==> config.mk <==
export PLATFORM = sky130hd
export DESIGN_NAME = vdpBusGlue
export DESIGN_NICKNAME = d
export VERILOG_FILES = /design/src/rtl/vdpGluePkg.sv /design/src/rtl/vdpGlueCtrl.sv /design/src/rtl/vdpGlueData.sv /design/src/rtl/vdpBusGlue.sv
export SDC_FILE = /design/constraint.sdc
export NUM_CORES = 1
export LEC_CHECK = 0
export BUFFER_PORTS_ARGS = -buffer_cell sky130_fd_sc_hd__clkbuf_2
export CORE_MARGIN = 5
export CORE_UTILIZATION = 30
export DETAILED_ROUTE_END_ITERATION = 10
export PLACE_DENSITY_LB_ADDON = 0.05
export SYNTH_ARGS = -nofsm -noshare
export SYNTH_HDL_FRONTEND = slang
export SYNTH_SLANG_ARGS = --single-unit
==> constraint.sdc <==
create_clock -name clk -period 0.8 [get_ports clk]
set_input_delay 0.04 -clock clk [delete_from_list [all_inputs] [get_ports clk]]
set_output_delay 0.04 -clock clk [all_outputs]
set_load 0.02 [all_outputs]
==> src/rtl/vdpGluePkg.sv <==
package vdpGluePkg;

  // Registered decode results handed from control to datapath
  typedef struct packed {
    logic rd;       // read cycle to the video chip
    logic wr;       // write cycle to the video chip
    logic modeSel;  // sampled A0
    logic pageHit;  // address inside the page region
  } glueStrobes_t;

  function automatic logic [7:0] mirrorByte(input logic [7:0] v);
    logic [7:0] r;
    for (int i = 0; i < 8; i++) r[i] = v[7-i];
    return r;
  endfunction

endpackage

==> src/rtl/vdpGlueCtrl.sv <==
module vdpGlueCtrl
  import vdpGluePkg::*;
#(
  parameter int ADDR_W = 16,
  parameter logic [15:0] VDP_BASE = 16'hC010,
  parameter logic [15:0] PAGE_BASE = 16'hE000,
  parameter int PAGES = 8,
  parameter int PAGE_SHIFT = 8
) (
  input  logic                      clk,
  input  logic                      rstN,
  input  logic [ADDR_W-1:0]         cpuAddr,
  input  logic                      cpuRw,
  input  logic                      cpuPhi2,
  output glueStrobes_t              stbQ,
  output logic [$clog2(PAGES)-1:0]  pageIdxQ
);
  localparam int SEL_W = $clog2(PAGES);
  localparam int REGION_LO = PAGE_SHIFT + SEL_W;

  logic winHit;
  logic regionHit;
  glueStrobes_t stbD;

  assign winHit    = (cpuAddr[ADDR_W-1:1] == VDP_BASE[ADDR_W-1:1]);
  assign regionHit = (cpuAddr[ADDR_W-1:REGION_LO] == PAGE_BASE[ADDR_W-1:REGION_LO]);

  always_comb begin
    stbD.rd      = rstN && cpuPhi2 && cpuRw && winHit;
    stbD.wr      = rstN && cpuPhi2 && !cpuRw && winHit;
    stbD.modeSel = cpuAddr[0];
    stbD.pageHit = regionHit;
  end

  always_ff @(posedge clk or negedge rstN) begin
    if (!rstN) begin
      stbQ     <= '0;
      pageIdxQ <= '0;
    end else begin
      stbQ     <= stbD;
      pageIdxQ <= cpuAddr[PAGE_SHIFT +: SEL_W];
    end
  end


  rd_qual_chk: assert property (@(posedge clk) disable iff (!rstN)
    stbQ.rd |-> ($past(cpuPhi2) && $past(cpuRw) && $past(winHit)));


  wr_qual_chk: assert property (@(posedge clk) disable iff (!rstN)
    stbQ.wr |-> ($past(cpuPhi2) && !$past(cpuRw) && $past(winHit)));

endmodule

==> src/rtl/vdpGlueData.sv <==
module vdpGlueData
  import vdpGluePkg::*;
#(
  parameter int DATA_W = 8,
  parameter int PAGES = 8
) (
  input  logic                      clk,
  input  logic                      rstN,
  input  glueStrobes_t              stb,
  input  logic [$clog2(PAGES)-1:0]  pageIdx,
  input  logic [DATA_W-1:0]         cpuDataIn,
  input  logic [DATA_W-1:0]         vdpDataIn,
  output logic [DATA_W-1:0]         cpuDataOut,
  output logic                      cpuDataOe,
  output logic [DATA_W-1:0]         vdpDataOut,
  output logic                      vdpDataOe,
  output logic                      vdpModeSel,
  output logic                      vdpReadN,
  output logic                      vdpWriteN,
  output logic [PAGES-1:0]          pageSelN
);
  localparam int SEL_W = $clog2(PAGES);

  logic [DATA_W-1:0] wrMirror;
  logic [DATA_W-1:0] rdMirror;

  for (genvar i = 0; i < DATA_W; i++) begin : g_mirror
    assign wrMirror[i] = cpuDataIn[DATA_W-1-i];
    assign rdMirror[i] = vdpDataIn[DATA_W-1-i];
  end

  always_ff @(posedge clk or negedge rstN) begin
    if (!rstN) vdpDataOut <= '0;
    else       vdpDataOut <= wrMirror;
  end

  for (genvar k = 0; k < PAGES; k++) begin : g_page
    assign pageSelN[k] = !(stb.pageHit && (pageIdx == SEL_W'(k)));
  end

  assign vdpReadN   = !stb.rd;
  assign vdpWriteN  = !stb.wr;
  assign vdpModeSel = stb.modeSel;
  assign vdpDataOe  = stb.wr;
  assign cpuDataOe  = stb.rd;
  assign cpuDataOut = stb.rd ? rdMirror : '0;


  page_onehot_chk: assert property (@(posedge clk) disable iff (!rstN)
    $onehot0(~pageSelN));


  strobe_excl_chk: assert property (@(posedge clk) disable iff (!rstN)
    !(!vdpReadN && !vdpWriteN));


  drive_excl_chk: assert property (@(posedge clk) disable iff (!rstN)
    cpuDataOe |-> !vdpDataOe);

endmodule

==> src/rtl/vdpBusGlue.sv <==
module vdpBusGlue
  import vdpGluePkg::*;
#(
  parameter logic [15:0] VDP_BASE = 16'hC010,
  parameter logic [15:0] PAGE_BASE = 16'hE000
) (
  input  logic        clk,
  input  logic        rstN,
  input  logic [15:0] cpuAddr,
  input  logic        cpuRw,
  input  logic        cpuPhi2,
  input  logic [7:0]  cpuDataIn,
  output logic [7:0]  cpuDataOut,
  output logic        cpuDataOe,
  input  logic [7:0]  vdpDataIn,
  output logic [7:0]  vdpDataOut,
  output logic        vdpDataOe,
  output logic        vdpModeSel,
  output logic        vdpReadN,
  output logic        vdpWriteN,
  output logic [7:0]  pageSelN
);
  localparam int ADDR_W = 16;
  localparam int DATA_W = 8;
  localparam int PAGES = 8;
  localparam int SEL_W = $clog2(PAGES);

  glueStrobes_t stb;
  logic [SEL_W-1:0] pageIdx;

  vdpGlueCtrl #(
    .ADDR_W(ADDR_W), .VDP_BASE(VDP_BASE), .PAGE_BASE(PAGE_BASE),
    .PAGES(PAGES), .PAGE_SHIFT(8)
  ) i_ctrl (
    .clk(clk), .rstN(rstN), .cpuAddr(cpuAddr), .cpuRw(cpuRw),
    .cpuPhi2(cpuPhi2), .stbQ(stb), .pageIdxQ(pageIdx)
  );

  vdpGlueData #(.DATA_W(DATA_W), .PAGES(PAGES)) i_data (
    .clk(clk), .rstN(rstN), .stb(stb), .pageIdx(pageIdx),
    .cpuDataIn(cpuDataIn), .vdpDataIn(vdpDataIn),
    .cpuDataOut(cpuDataOut), .cpuDataOe(cpuDataOe),
    .vdpDataOut(vdpDataOut), .vdpDataOe(vdpDataOe),
    .vdpModeSel(vdpModeSel), .vdpReadN(vdpReadN),
    .vdpWriteN(vdpWriteN), .pageSelN(pageSelN)
  );

endmodule

# Word level (Yosys, flattened, before mapping)
# Cells that the tools add are included.
# word_totals
reg_bits	15
word_cells	41
# classes
n_eq_ne	9
n_mux	1
reduce_logical	25
# op_table
cell	count
$eq 15x15->1 const B	1
$logic_and 1x1->1	13
$eq 3x3->1 const B	4
$logic_not 1->1	11
$mux 8	1
$eq 3x2->1 const B	2
$eq 5x5->1 const B	1
$eq 3x1->1 const B	1
$logic_not 3->1	1

# Logic depth before layout (Yosys ltp)
# Gate-level depths: netlist of the first run.
# logic_depth
depth_word	3
depth_mapped	3
mapped_depth_nobuf	3

# Modules after synthesis
# A second synthesis of the first run with hierarchy kept.
# unflattened
cells_unflattened	46
hier_area_um2	615.6
# modules_own_cells
module	n_inst	cells_each	area_per_inst_um2
vdpGlueData	1	29	356.6
vdpGlueCtrl	1	17	259.0

# Least setup slack after synthesis of the first run
# Ideal clock, no wire load.
# synth_path
kind	reg-to-output
start	register i_ctrl.pageIdxQ[0]
end	output pageSelN[6]
arrival_ns	0.816
path_slack_ns	-0.056
path_stages_with_launch	3
cell_sequence	dfrtp_1 > nor2b_1 > nand3_1
# synth_between
elab_chain_len	3
# synth_lines
item	line	source
start, declared	vdpGlueCtrl.sv:16	output logic [$clog2(PAGES)-1:0] pageIdxQ
start signal, assigned	vdpGlueCtrl.sv:41	pageIdxQ <= cpuAddr[PAGE_SHIFT +: SEL_W];
$eq 3x3->1	vdpGlueData.sv:38	assign pageSelN[k] = !(stb.pageHit && (pageIdx == SEL_W'(k)));
$logic_and 1x1->1	vdpGlueData.sv:38	
$logic_not 1->1	vdpGlueData.sv:38	
end, declared	vdpBusGlue.sv:21	output logic [7:0] pageSelN
# No other way between the ends.

# Final worst setup path of the first run
# layout_path
start	register i_ctrl.pageIdxQ[2]
end	output pageSelN[5]
# The elaborated chain is that of the path after synthesis.

==> flow_summary_export.csv, run 1 <==
group,metric,value,unit
die,die-area,2864,µm²
worst_hold_path,hold_class,"primary input to register",
global_route,grt_first_pass_wirelength,2.815,mm
yosys,muxShareOfSynthArea,0,%
layout,antenna_cells,0,
layout,drive_gt1_share,65.93,%
yosys,yosys_warnings,0,
worst_hold_path,hp-start,"cpuAddr[13]",
layout,layout_commonest_cell,"clkbuf_2",
placement,routabilityCongestion,0.6485,
layout,area_growth,129.3,%
clocking,cts_made_buffers,3,
worst_hold_path,hold_depth,2,
power,p_clk_share,27.5,%
power,p_comb_share,19.1,%
global_route,grtUsageMet1,11.17,%
die,core,1764,µm²
timing,tightest_slew,0.3232,ns
outcome,violations,"negative setup slack",
yosys,ys_seq_area_share,66.08,%
global_route,met3_usage,4.225,%
timing,setup_violations,29,
critical_path,cp_max_fo,5,
worst_hold_path,holdPathEnd,"i_ctrl.stbQ[0]",
timing,worst_slack,-0.3418,ns
critical_path,end_kind,"primary output",
power,p_total,1.524,mW
power,p_sw_share,24.04,%
layout,instances_no_fill,160,
yosys,synth_xor_area_share,0,%
drt,final_antenna_net_count,0,
yosys,yosysTopAreaCellShare,66.08,%
yosys,synth_seq_cells,15,
layout,nNetsFinal,172,
drt,route.detailed.drc,0,
yosys,yosysTopAreaCell,"dfrtp_1",
global_route,grt-busiest-layer,"met2",
power,pwr-share-seq,53.4,%
placement,dp_hpwl,1.475,mm
yosys,synthAdderAreaFrac,0,%
drt,wl_per_cell,12.24,µm
power,p_per_area,1170,nW/µm²
timing,min_period_over_period,142.7,%
power,ir_drop,0.001284,V
critical_path,critPathKind,"register to primary output",
clocking,clk_path_buf_depth,2,
global_route,use_met2,28.78,%
power,p_switching,366.5,µW
clocking,cts_max_level,1,
global_route,grt_pass1_vias,666,
yosys,syn_avg_cell_area,12.09,µm²
die,row_count,15,
global_route,grt_max_degree,16,
drt,dr.pass1.iters,3,
die,io_pins,65,
clocking,cts_tree,"built",
drt,drt_wl_total,1.959,mm
placement,place_area,968.4,µm²
clocking,clock_sinks,15,
power,leakagePower,0.6580,nW
yosys,synth.distinct_cells,13,
outcome,status,"finished, violations left",
timing,hold_viol_final,0,
yosys,synth-compound-area-share,0,%
critical_path,startpoint_type,"register",
job,max-cap-violations,0,
layout,design_area,1303,µm²
die,die_w,53.52,µm
clocking,path_clk_slew,0.08,ns
yosys,synth-simple-area-share,31.94,%
timing,final.min_clock_period,1.142,ns
timing,slew_headroom,78.16,%
global_route,antenna_found_initial,0,
timing,max_freq,875.8,MHz
global_route,global_route.usage.total,13.46,%
drt,vias,700,
placement,placed_cells,141,
yosys,synth_area,568.0,µm²
power,internal-power,1.158,mW
drt,drt-initial-drc-count,1,
critical_path,cp.required,0.76,ns
yosys,synth_top_family_by_area,"simple AND/OR/NAND/NOR gates",
timing,rsz0062_at_grt,"true",
timing,drv_slew,0,
drt,avgViaCountPerCell,4.375,
clocking,cts_root_buf,"clkbuf_4",
placement,io_buffers,64,
yosys,syn_nets,83,
critical_path,arrival,1.10,ns
yosys,synth_cells,47,
layout,final_cell_mix,"clkbuf_2 (38), dlygate4sd3_1 (14), buf_6 (13), dfrtp_1 (12), and2_1 (9)",
layout,final_core_util,73.83,%
die,start_util,32.20,%
global_route,grt_overflow,0,
die,die_h,53.52,µm
yosys,netlist_top_cells_area,"dfrtp_1 (66%), and2_1 (9.9%), nand3_1 (4.4%)",
placement,place_ws,-0.1109,ns
through the flow:
stage	hold slack, ns	TNS, ns
floorplan	-0.2556	-0.01015
global placement	-0.0003828	-0.7046
detailed placement	0.006293	-0.8294
CTS	0.003180	-6.070
global route	0.01436	-7.096
finish	0.01504	-5.610
power by group through the flow:
stage / Combinational, mW / Clock (mW) / Sequential [mW]
2_1_floorplan: 0.0203 / 0 / 0.851
3_3_place_gp: 0.197 / 0 / 0.817
3_5_place_dp: 0.198 / 0 / 0.818
4_1_cts: 0.256 / 0.430 / 0.804
5_1_grt: 0.314 / 0.486 / 0.818
6_report: 0.292 / 0.419 / 0.813
kinds of logic after synthesis:
| family | Yosys count |
|---|---|
| flops | 15 |
| simple gates | 29 |
| buf+inv | 3 |
cell usage after synthesis, drive strengths merged:
master,count
nor2b,3
and2,9
nor4b,1
nand2,4
nor3,2
nor4,1
inv,3
nand4,1
nand3,5
nor4bb,1
or4,1
nor2,1
dfrtp,15
layer usage:
metal | vias to the layer above | routed length [µm]
met5 | - | 0
met2 | 45 | 1108
met3 | 0 | 252
met1 | 322 | 598
met4 | 0 | 0
li1 | 333 | -
area by class of cell:
| type | count | area [µm²] |
|---|---|---|
| Multi-Input combinational cell | 29 | 224.0 |
| Inverter | 3 | 11.26 |
| Timing Repair Buffer | 84 | 629.4 |
| Sequential cell | 15 | 379.1 |
| Fill cell | 148 | 461.7 |
| Clock buffer | 3 | 22.52 |
| Tap cell | 25 | 31.28 |
| Clock inverter | 1 | 5.005 |
critical path, stage by stage, from the launching register on:
cell     delay, ns
dfrtp_2       0.43
nor2b_4       0.18
nand3_2       0.08
buf_6         0.14
worst max-delay path by stage:
stage	from	to
6_report	i_ctrl.pageIdxQ[2]	pageSelN[5]
5_1_grt	i_ctrl.pageIdxQ[2]	pageSelN[4]
4_1_cts	i_ctrl.pageIdxQ[2]	pageSelN[3]
3_5_place_dp	i_ctrl.stbQ[0]	pageSelN[2]
3_3_place_gp	cpuAddr[12]	i_ctrl.stbQ[3]
2_1_floorplan	i_ctrl.pageIdxQ[1]	pageSelN[1]
registers in the layout, indices dropped and copies added (netlist names):
register           cells
i_data.vdpDataOut      8
i_ctrl.stbQ            4
i_ctrl.pageIdxQ        3
timing repair:
action / 4_1_cts / 5_1_grt
setup endpoints to repair: 29 / 29
hold endpoints to repair: 29 / 0
gates cloned: 0 / 0
resized for setup: 11 / 60
pin swaps: 1 / 3
hold buffers: 14 / 0
setup buffers: 1 / 0
Power figures use the tool's default switching activity.
==> run 2: changes to the inputs <==
- BUFFER_PORTS_ARGS: -buffer_cell sky130_fd_sc_hd__clkbuf_2 -> unset
- CELL_PAD_IN_SITES_DETAIL_PLACEMENT: unset -> 0
- CELL_PAD_IN_SITES_GLOBAL_PLACEMENT: unset -> 1
- DONT_BUFFER_PORTS: unset -> 1
==> run 2 against run 1 <==
  * The flow finishes with violations (negative hold slack, negative setup slack)
  * Cell count fell by 36%
  * Count of clock-buffer cells in the layout did not move
  * Worst setup slack improved by 0.024 ns
  * Largest cell class is now registers
==> flow_summary_export.csv, run 2 (synthesized netlist as in run 1, its figures left out) <==
group,metric,value,unit
die,die-area,2864,µm²
drt,avgViaCountPerCell,4.755,
worst_hold_path,hold_class,"primary input to register",
layout,area_growth,71.15,%
timing,min_period_over_period,139.7,%
critical_path,startpoint_type,"register",
critical_path,cp_max_fo,4,
die,start_util,32.20,%
critical_path,cp.required,0.76,ns
drt,wl_per_cell,15.75,µm
layout,multi_input_comb_area,256.5,µm²
layout,antenna_cells,0,
timing,rsz0062_at_grt,"true",
placement,place_area,663.1,µm²
power,p_per_area,1415,nW/µm²
clocking,cts_root_buf,"clkbuf_4",
global_route,antenna_found_initial,0,
clocking,path_clk_slew,0.08,ns
drt,drt_wl_total,1.606,mm
layout,instances_no_fill,102,
power,leakagePower,0.4105,nW
die,io_pins,65,
die,row_count,15,
placement,io_buffers,0,
clocking,cts_made_buffers,3,
die,die_w,53.52,µm
layout,reg.largest.list,"i_data.vdpDataOut (8), i_ctrl.stbQ (4), i_ctrl.pageIdxQ (3)",
drt,final_antenna_net_count,0,
timing,drv_slew,0,
outcome,violations,"negative hold slack, negative setup slack",
global_route,grt_first_pass_wirelength,2.187,mm
drt,drt-initial-drc-count,3,
critical_path,startpoint,"i_ctrl.pageIdxQ[1]",
placement,dp_hpwl,1.236,mm
clocking,clock_sinks,15,
placement,placed_cells,79,
global_route,grt_max_degree,17,
die,die_h,53.52,µm
job,max-cap-violations,0,
layout,layout.area.seq,379.1,µm²
timing,worst_slack,-0.3177,ns
critical_path,end_kind,"primary output",
clocking,clk_path_buf_depth,2,
timing,holdWs,-0.05596,ns
drt,route.detailed.drc,0,
global_route,grt_pass1_vias,511,
layout,nNetsFinal,114,
layout,final_cell_mix,"dlygate4sd3_1 (15), dfrtp_1 (12), and2_4 (8), buf_6 (5), buf_4 (4)",
layout,final_core_util,55.11,%
timing,hold_viol_final,3,
clocking,cts_max_level,1,
drt,dr.pass1.iters,3,
timing,setup_violations,20,
critical_path,critPathKind,"register to primary output",
layout,largest_register_ffs,8,
layout,layout_commonest_cell,"dlygate4sd3_1",
layout,design_area,972.2,µm²
power,p_total,1.375,mW
die,core,1764,µm²
drt,vias,485,
layout,drive_gt1_share,51.95,%
worst_hold_path,hp-start,"cpuAddr[7]",
layout,fillers,165,
timing,final.min_clock_period,1.118,ns
layout,largest-register,"i_data.vdpDataOut",
timing,tightest_slew,0.6164,ns
global_route,global_route.usage.total,10.54,%
timing,max_freq,894.7,MHz
critical_path,arrival,1.08,ns
power,ir_drop,0.001065,V
placement,routabilityCongestion,0.6985,
outcome,status,"finished, violations left",
global_route,grt_overflow,0,
clocking,cts_tree,"built",
timing,slew_headroom,58.77,%
[run 2: cell type report]
class | count | area share (%)
flip-flops and latches | 15 | 39.00
repair buffers | 26 | 26.90
multi-input cells | 29 | 26.38
well taps | 25 | 3.218
clock buffers | 3 | 2.317
inverters | 3 | 1.673
clock inverters | 1 | 0.5148
[run 2: routing by layer]
metal,track usage [%],wire length [µm],vias up
li1,-,-,214
met1,8.757,539,223
met2,22.24,848,48
met3,3.944,217,0
met4,2.553,0,0
met5,0,0,-
[run 2: timing repair]
action,in CTS,in global routing
endpoints found under the hold margin,30,20
endpoints found under the setup margin,20,22
pin swaps,2,5
setup buffers,0,2
resized for setup,26,18
hold buffers,14,3
[run 2: critical path, stage by stage, from the launching register on]
cell and delay [ns]:
dfrtp_2 0.45, nor2_2 0.15, buf_4 0.12, nand2_2 0.09
[run 2: path summary, 6_finish.rpt]
kind | endpoint | slack [ns] | depth (start not counted)
min in group asynchronous | i_data.vdpDataOut[6] | 0.22 | 1
max | pageSelN[0] | -0.32 | 3
max in group asynchronous | i_ctrl.pageIdxQ[1] | 0.15 | 1
min | i_ctrl.stbQ[2] | -0.06 | 2
[run 2: where the power goes]
group	internal (mW)	switching [mW]
clock	0.185	0.212
sequential	0.790	0.0526
combinational	0.0863	0.0497
[run 2: per-stage QoR]
| stage | TNS [ns] | worst slack, ns |
|---|---|---|
| 6_report | -4.403 | -0.3177 |
| 5_1_grt | -5.291 | -0.3589 |
| 2_1_floorplan | -0.01015 | -0.007469 |
| 3_3_place_gp | -0.0006796 | -0.0006796 |
| 3_5_place_dp | -0.1517 | -0.03426 |
| 4_1_cts | -4.899 | -0.3257 |
